===== src/rtl/bldc_pkg.sv =====
package bldc_pkg;

  localparam logic [1:0] BRK_NONE  = 2'b00;
  localparam logic [1:0] BRK_PLUG  = 2'b01;
  localparam logic [1:0] BRK_STAGE = 2'b10;
  localparam logic [1:0] BRK_REGEN = 2'b11;

  typedef enum logic [2:0] {
    MODE_STANDBY,
    MODE_DRIVE,
    MODE_PLUG,
    MODE_REGEN,
    MODE_COAST
  } bridge_mode_t;

  // strobes from control to datapath
  typedef struct packed {
    logic commute;  // drive the Hall-selected pair
    logic swapDir;  // exchange upper/lower roles
    logic pwmOn;    // lower arm gate for this cycle
    logic regen;    // all lower arms on, uppers off
  } arm_strobe_t;

endpackage


===== src/rtl/commut_ctrl.sv =====
module commut_ctrl
  import bldc_pkg::*;
#(
  parameter int SHORT_MASK = 24,
  parameter int LONG_MASK  = 48
) (
  input  logic        clk,
  input  logic        rstN,
  input  logic        pwmCarrier,
  input  logic        curLimit,
  input  logic        longMask,
  input  logic        fullDuty,
  input  logic        reverse,
  input  logic        motorOn,
  input  logic [1:0]  brakeSel,
  input  logic        slowFlag,
  output arm_strobe_t strobe,
  output logic        brakeDone
);

  localparam int CW = $clog2(LONG_MASK + 1);
  localparam logic [CW-1:0] SHORT_LOAD = CW'(SHORT_MASK);
  localparam logic [CW-1:0] LONG_LOAD  = CW'(LONG_MASK);

  logic          pwmPrev;
  logic [CW-1:0] maskCnt;
  logic          tripQ;
  logic          reachedQ;

  logic          pwmRise;
  logic          blankNow;
  logic          tripEff;
  logic          reachedNow;
  bridge_mode_t  mode;

  // carrier edge and blanking window
  always_comb begin
    pwmRise  = pwmCarrier & ~pwmPrev;
    blankNow = pwmRise | (maskCnt != '0);
    tripEff  = (tripQ & ~pwmRise) | (curLimit & ~blankNow);
  end

  always_ff @(posedge clk) begin
    if (!rstN) begin
      pwmPrev <= 1'b0;
      maskCnt <= '0;
      tripQ   <= 1'b0;
    end else begin
      pwmPrev <= pwmCarrier;
      tripQ   <= tripEff;
      if (pwmRise)
        maskCnt <= longMask ? LONG_LOAD : SHORT_LOAD;
      else if (maskCnt != '0)
        maskCnt <= maskCnt - 1'b1;
    end
  end

  // mode selection
  always_comb begin
    reachedNow = reachedQ | slowFlag;
    if (motorOn)
      mode = MODE_DRIVE;
    else begin
      unique case (brakeSel)
        BRK_NONE:  mode = MODE_STANDBY;
        BRK_PLUG:  mode = reachedNow ? MODE_COAST : MODE_PLUG;
        BRK_STAGE: mode = reachedNow ? MODE_REGEN : MODE_PLUG;
        default:   mode = MODE_REGEN;
      endcase
    end
  end

  always_comb begin
    strobe.commute = (mode == MODE_DRIVE) | (mode == MODE_PLUG);
    strobe.swapDir = reverse ^ (mode == MODE_PLUG);
    strobe.pwmOn   = fullDuty | (pwmCarrier & ~tripEff);
    strobe.regen   = (mode == MODE_REGEN);
  end

  always_ff @(posedge clk) begin
    if (!rstN) begin
      reachedQ  <= 1'b0;
      brakeDone <= 1'b1;
    end else if (motorOn) begin
      reachedQ  <= 1'b0;
      brakeDone <= 1'b0;
    end else if (brakeSel == BRK_NONE) begin
      reachedQ  <= 1'b0;
      brakeDone <= 1'b1;
    end else begin
      reachedQ  <= reachedNow;
      brakeDone <= reachedNow;
    end
  end

  // standby raises the flag on the next edge
  a_r8_standby_done: assert property (@(posedge clk) disable iff (!rstN)
    (!motorOn && brakeSel == BRK_NONE) |=> brakeDone);

  // drive clears the flag on the next edge
  a_r12_drive_not_done: assert property (@(posedge clk) disable iff (!rstN)
    motorOn |=> !brakeDone);

  // inside the window a live carrier is never gated off
  a_r5_blank_keeps_pwm: assert property (@(posedge clk) disable iff (!rstN)
    (maskCnt != '0 && pwmCarrier && !tripQ) |-> strobe.pwmOn);

  // a held trip keeps the lower arm off until the carrier rises
  a_r6_trip_holds: assert property (@(posedge clk) disable iff (!rstN)
    (tripQ && !fullDuty && !(pwmCarrier && !pwmPrev)) |-> !strobe.pwmOn);

  // regenerative mode reports the flag once the speed flag is seen
  a_r11_regen_done: assert property (@(posedge clk) disable iff (!rstN)
    (!motorOn && brakeSel == BRK_REGEN && slowFlag) |=> brakeDone);

endmodule


===== src/rtl/commut_dp.sv =====
module commut_dp
  import bldc_pkg::*;
(
  input  logic        clk,
  input  logic        rstN,
  input  logic [2:0]  hall,
  input  arm_strobe_t strobe,
  output logic [2:0]  upperEn,
  output logic [2:0]  lowerEn
);

  localparam int PHASES = 3;

  // forward pair per Hall code: {lower, upper}, one-hot each
  function automatic logic [5:0] fwdPair(input logic [2:0] h);
    unique case (h)
      3'b001:  fwdPair = {3'b010, 3'b001};
      3'b011:  fwdPair = {3'b100, 3'b001};
      3'b010:  fwdPair = {3'b100, 3'b010};
      3'b110:  fwdPair = {3'b001, 3'b010};
      3'b100:  fwdPair = {3'b001, 3'b100};
      3'b101:  fwdPair = {3'b010, 3'b100};
      default: fwdPair = 6'b000000;
    endcase
  endfunction

  logic [5:0] pair;
  logic       hallFault;
  logic [2:0] upSel;
  logic [2:0] lowSel;

  always_comb begin
    pair      = fwdPair(hall);
    hallFault = (hall == 3'b000) | (hall == 3'b111);
    upSel     = strobe.swapDir ? pair[5:3] : pair[2:0];
    lowSel    = strobe.swapDir ? pair[2:0] : pair[5:3];
  end

  always_ff @(posedge clk) begin
    if (!rstN)
      upperEn <= '0;
    else if (hallFault || !strobe.commute || strobe.regen)
      upperEn <= '0;
    else
      upperEn <= upSel;
  end

  for (genvar ph = 0; ph < PHASES; ph++) begin : g_lowArm
    always_ff @(posedge clk) begin
      if (!rstN)
        lowerEn[ph] <= 1'b0;
      else if (hallFault)
        lowerEn[ph] <= 1'b0;
      else if (strobe.regen)
        lowerEn[ph] <= 1'b1;
      else
        lowerEn[ph] <= strobe.commute & lowSel[ph] & strobe.pwmOn;
    end
  end

  // invalid Hall code empties the bridge on the next edge
  a_r7_fault_off: assert property (@(posedge clk) disable iff (!rstN)
    (hall == 3'b000 || hall == 3'b111) |=> (upperEn == '0 && lowerEn == '0));

  // no shoot-through
  a_r14_no_shoot: assert property (@(posedge clk) disable iff (!rstN)
    (upperEn & lowerEn) == '0);

  // single upper arm
  a_r14_one_upper: assert property (@(posedge clk) disable iff (!rstN)
    $onehot0(upperEn));

endmodule


===== src/rtl/bldc_commutator.sv =====
module bldc_commutator
  import bldc_pkg::*;
#(
  parameter int SHORT_MASK = 24,
  parameter int LONG_MASK  = 48
) (
  input  logic       clk,
  input  logic       rstN,
  input  logic [2:0] hall,
  input  logic       pwmCarrier,
  input  logic       curLimit,
  input  logic       longMask,
  input  logic       fullDuty,
  input  logic       reverse,
  input  logic       motorOn,
  input  logic [1:0] brakeSel,
  input  logic       slowFlag,
  output logic [2:0] upperEn,
  output logic [2:0] lowerEn,
  output logic       brakeDone
);

  arm_strobe_t strobe;

  commut_ctrl #(
    .SHORT_MASK(SHORT_MASK),
    .LONG_MASK (LONG_MASK)
  ) u_ctrl (
    .clk       (clk),
    .rstN      (rstN),
    .pwmCarrier(pwmCarrier),
    .curLimit  (curLimit),
    .longMask  (longMask),
    .fullDuty  (fullDuty),
    .reverse   (reverse),
    .motorOn   (motorOn),
    .brakeSel  (brakeSel),
    .slowFlag  (slowFlag),
    .strobe    (strobe),
    .brakeDone (brakeDone)
  );

  commut_dp u_dp (
    .clk    (clk),
    .rstN   (rstN),
    .hall   (hall),
    .strobe (strobe),
    .upperEn(upperEn),
    .lowerEn(lowerEn)
  );

endmodule


===== config.mk =====
export PLATFORM = sky130hd
export DESIGN_NAME = bldc_commutator
export DESIGN_NICKNAME = d
export VERILOG_FILES = /design/src/rtl/bldc_pkg.sv /design/src/rtl/commut_ctrl.sv /design/src/rtl/commut_dp.sv /design/src/rtl/bldc_commutator.sv
export SDC_FILE = /design/constraint.sdc
export NUM_CORES = 1
export LEC_CHECK = 0
export BUFFER_PORTS_ARGS = -buffer_cell sky130_fd_sc_hd__buf_2
export CORE_ASPECT_RATIO = 1.2
export CORE_MARGIN = 4
export CORE_UTILIZATION = 50
export CTS_BUF_LIST = sky130_fd_sc_hd__clkbuf_4 sky130_fd_sc_hd__clkbuf_8 sky130_fd_sc_hd__clkbuf_16
export DETAILED_ROUTE_END_ITERATION = 10
export PLACE_DENSITY_LB_ADDON = 0.12
export SLEW_MARGIN = 20
export SYNTH_ARGS = -nofsm -noshare
export SYNTH_HDL_FRONTEND = slang
export SYNTH_SLANG_ARGS = --single-unit

===== constraint.sdc =====
create_clock -name clk -period 2.9 [get_ports clk]
set_clock_uncertainty 0.2 [all_clocks]
set_input_delay 0.58 -clock clk [delete_from_list [all_inputs] [get_ports clk]]
set_output_delay 0.58 -clock clk [all_outputs]
set_load 0.05 [all_outputs]

==> impl_summary.md <==
Global routing
After global routing the overflow that remains totals 0. The wire length of the first global-routing pass is 3.34 mm. The number of global-route vias before repair was around 830.

The largest net degree at the start of global routing is 17. The initial antenna violation count is 0. The total track usage is between 10 and 15%.

Route
The detailed router finished its first iteration with 9 violations. Dividing the detail-routed via count by the number of cells gives 5.70. After detailed routing, the average wire length per cell comes to ~13 um. For this block, the via count after detailed routing is 884. The highest metal layer carrying signal wires in the routed design is met4. The number of optimization iterations in the first detailed-route pass is 4.

The count of nets left with antenna violations after detail routing is 0. Wire segments on met2 add up to between 1 and 1.5 mm in the final route. In the final routing, the length of wire on met1 measures 845 um. The final layout contains routed wiring with a total length of 1.98 mm. The wire length on met3 is 79 um. In the routed design, unresolved DRC markers number 0.

Logic synthesis
The number of synthesized flops with an enable pin is 0. The number of different library cells used by synthesis comes to 36. The most used flip-flop cell after synthesis is sky130_fd_sc_hd__dfxtp_1. The flip-flop and latch count after synthesis is 16. The post-synth design cell area is 1000 sq um. The net count after synthesis is roughly 130. The sequential element share of the synthesized area is roughly 32%. The post-synthesis async set-or-reset flop share is 0%. The number of cells produced by synthesis is 116. The mean area per synthesized cell is 8.62 sq um. The yosys synthesis warning count is 0.

Final layout
In the layout the commonest cells are sky130_fd_sc_hd__buf_2, sky130_fd_sc_hd__dfxtp_1, sky130_fd_sc_hd__nor3b_1. The antenna diode count is 0. The finished cells cover 1140 sq um.

The share of layout cells above drive strength 1 is 23.5%. From synthesis to final layout, the design area changed by 14.5%. Leaving out fill and tap cells, the most frequent cell in the layout is sky130_fd_sc_hd__buf_2. The final layout contains 153 nets.

After filler insertion, the fill cell instance count of the layout stands at 185. The final standard cell count with taps included and fillers excluded is 155.

Clock network
The TritonCTS clock tree is yes. Once the clock tree was built, the resizer swapped 0 gates to a different size. Hold repair after CTS inserted 0 buffers. TritonCTS created 3 clock buffers. In this run the deepest clock path goes through 2 buffers. The later pin in the worst-skew pair is clocked with a latency of approximately 0.28 ns.

In this run the number of H-tree levels came out at 1. In this run the post-CTS setup repair buffer count came out at 0. The clock root buffer is sky130_fd_sc_hd__clkbuf_4. After clock tree synthesis, the clock-pin slew on the worst setup and hold paths is ~0.09 ns. The CTS sink count is 16.

Die
21 I/O pins were placed. The floorplan step set the die height to 57.0 um. The overall die width is about 50 um. The area of the die is 2780 sq um. The number of cell rows is 17. The placeable core region is 1870 sq um. For this configuration, the core starts out at a cell density of 53.4%.

Run status
The flow ran to the end, and the final reports show no timing, DRC or antenna violations.

Pwr
Power spread over the standard cell area amounts to 708 nW/um^2. The worst-case IR drop observed on VDD is 301 uV. The cell leakage power is 0.000495 uW.

STA
The clock period minus final worst setup slack is 1.68 ns. Setup total negative slack on the finished layout was measured at 0 ns. The final hold violation count is 0. After layout, the worst path uses 58.0% of the clock period. Measured against its own limit, the worst slew margin works out to 65.1%.

The timing-limited maximum frequency is 0.594 GHz. The number of endpoints failing setup at the final stage is 0. Setup repair after global routing left no endpoint under its margin. The max-slew violation count is 0. The slew at the pin closest to its max-slew limit is roughly 0.52 ns.

Critical path
The sort of element at the end of the critical path is a flop. Data arrives at the worst endpoint at 1.66 ns. The required time reported for the critical path endpoint is between 2 and 3 ns. The kind of start point of the critical path is an input pin.

The worst setup path is of the in -> reg kind. The worst setup path startpoint is motorOn. The largest fanout on the critical path is 6. The launch instance of the worst register-to-register path is u_ctrl.maskCnt[2].

Place
The HPWL after detailed placement is 1.56 mm. Once placement completed, the tool counted placed cells totaling 151. The congestion estimate from routability-driven global placement came to 0.797. The number of I/O port buffers is 20.

The post-detailed-placement cell area is around 1100 sq um.

Min path
The worst hold path begins at u_ctrl.maskCnt[2]. The worst hold-check path type is reg -> reg.

Job
The max-capacitance violation count is 0.
==> path summary, 6_finish.rpt <==
path,endpoint,cells after the start,slack (ns)
max,u_dp.upperEn[2],5,1.22
min,u_ctrl.maskCnt[2],2,0.33
max reg2reg,u_ctrl.maskCnt[3],4,1.26
min reg2reg,u_ctrl.maskCnt[2],2,0.33
==> final cells by class <==
class	count	area [sq um]	area share, %
Tap cell	19	23.8	2.08
Multi-Input combinational cell	94	657	57.4
Clock buffer	4	36.3	3.17
Sequential cell	16	320	28.0
Inverter	2	7.51	0.656
Timing Repair Buffer	20	100	8.74
==> cell usage after synthesis, types with 3 or more instances <==
cell	instances	area share (%)
sky130_fd_sc_hd__xnor2_1	3	2.6
sky130_fd_sc_hd__o211ai_1	4	3.0
sky130_fd_sc_hd__nor2_1	6	2.3
sky130_fd_sc_hd__o22ai_1	3	1.9
sky130_fd_sc_hd__o21ai_0	4	2.0
sky130_fd_sc_hd__clkbuf_1	4	1.5
sky130_fd_sc_hd__nand4b_1	3	2.6
sky130_fd_sc_hd__nand2b_1	4	2.5
sky130_fd_sc_hd__or3_4	3	3.4
sky130_fd_sc_hd__nor2b_1	6	3.8
sky130_fd_sc_hd__nor3_1	5	2.5
sky130_fd_sc_hd__a21o_1	4	3.0
sky130_fd_sc_hd__and3b_1	6	5.3
sky130_fd_sc_hd__nor3b_1	7	5.3
sky130_fd_sc_hd__nand2_1	6	2.3
sky130_fd_sc_hd__dfxtp_1	16	32
sky130_fd_sc_hd__a21oi_1	5	2.5
==> routing by layer <==
| metal | vias up | global-route usage, % |
|---|---|---|
| li1 | 462 | - |
| met1 | 404 | 15.8 |
| met2 | 16 | 27.2 |
| met3 | 2 | 3.66 |
| met4 | 0 | 5.77 |
| met5 | - | 0 |
==> logic make-up (layout without fill, tap and decap cells) <==
logic type	Yosys count	in the layout	share of synthesized area [%]
xor+xnor	5	5	5.13
fa+ha+maj	2	2	2.50
simple gates	59	59	39.5
compound gates	28	28	18.5
buf+inv	6	26	2.25
flops	16	16	32.0
==> report_power, final <==
part	total [uW]	leakage (uW)	switching (uW)	internal (uW)
registers	303	0.000132	38.0	265
logic	362	0.000342	196	166
clock network	146	0.0000210	70.0	76.4
==> critical path, stage by stage <==
cell and delay [ns]:
sky130_fd_sc_hd__buf_2 0.13, sky130_fd_sc_hd__or3_4 0.42, sky130_fd_sc_hd__or3_4 0.35, sky130_fd_sc_hd__nand4b_1 0.10
sky130_fd_sc_hd__a21oi_1 0.07
==> per-stage QoR <==
step | util (%) | hold WS, ns | power, uW | setup WS, ns
after global routing | 61.2 | 0.333 | 873 | 1.14
after detailed placement | 59.2 | 0.320 | 668 | 0.917
after CTS | 61.2 | 0.325 | 818 | 1.22
after global placement | 59.2 | 0.304 | 662 | 0.937
after floorplan | - | 0.283 | 592 | 1.11
final | 61.2 | 0.331 | 811 | 1.22
==> registers in the layout, summed over array words and instances (netlist names) <==
name / count
u_ctrl.maskCnt: 6
u_ctrl.reachedQ: 1
u_dp.upperEn: 3
u_ctrl.brakeDone: 1
u_ctrl.tripQ: 1
u_ctrl.pwmPrev: 1
u_dp.lowerEn: 3
Note: power is estimated with default switching activity, not from simulation.
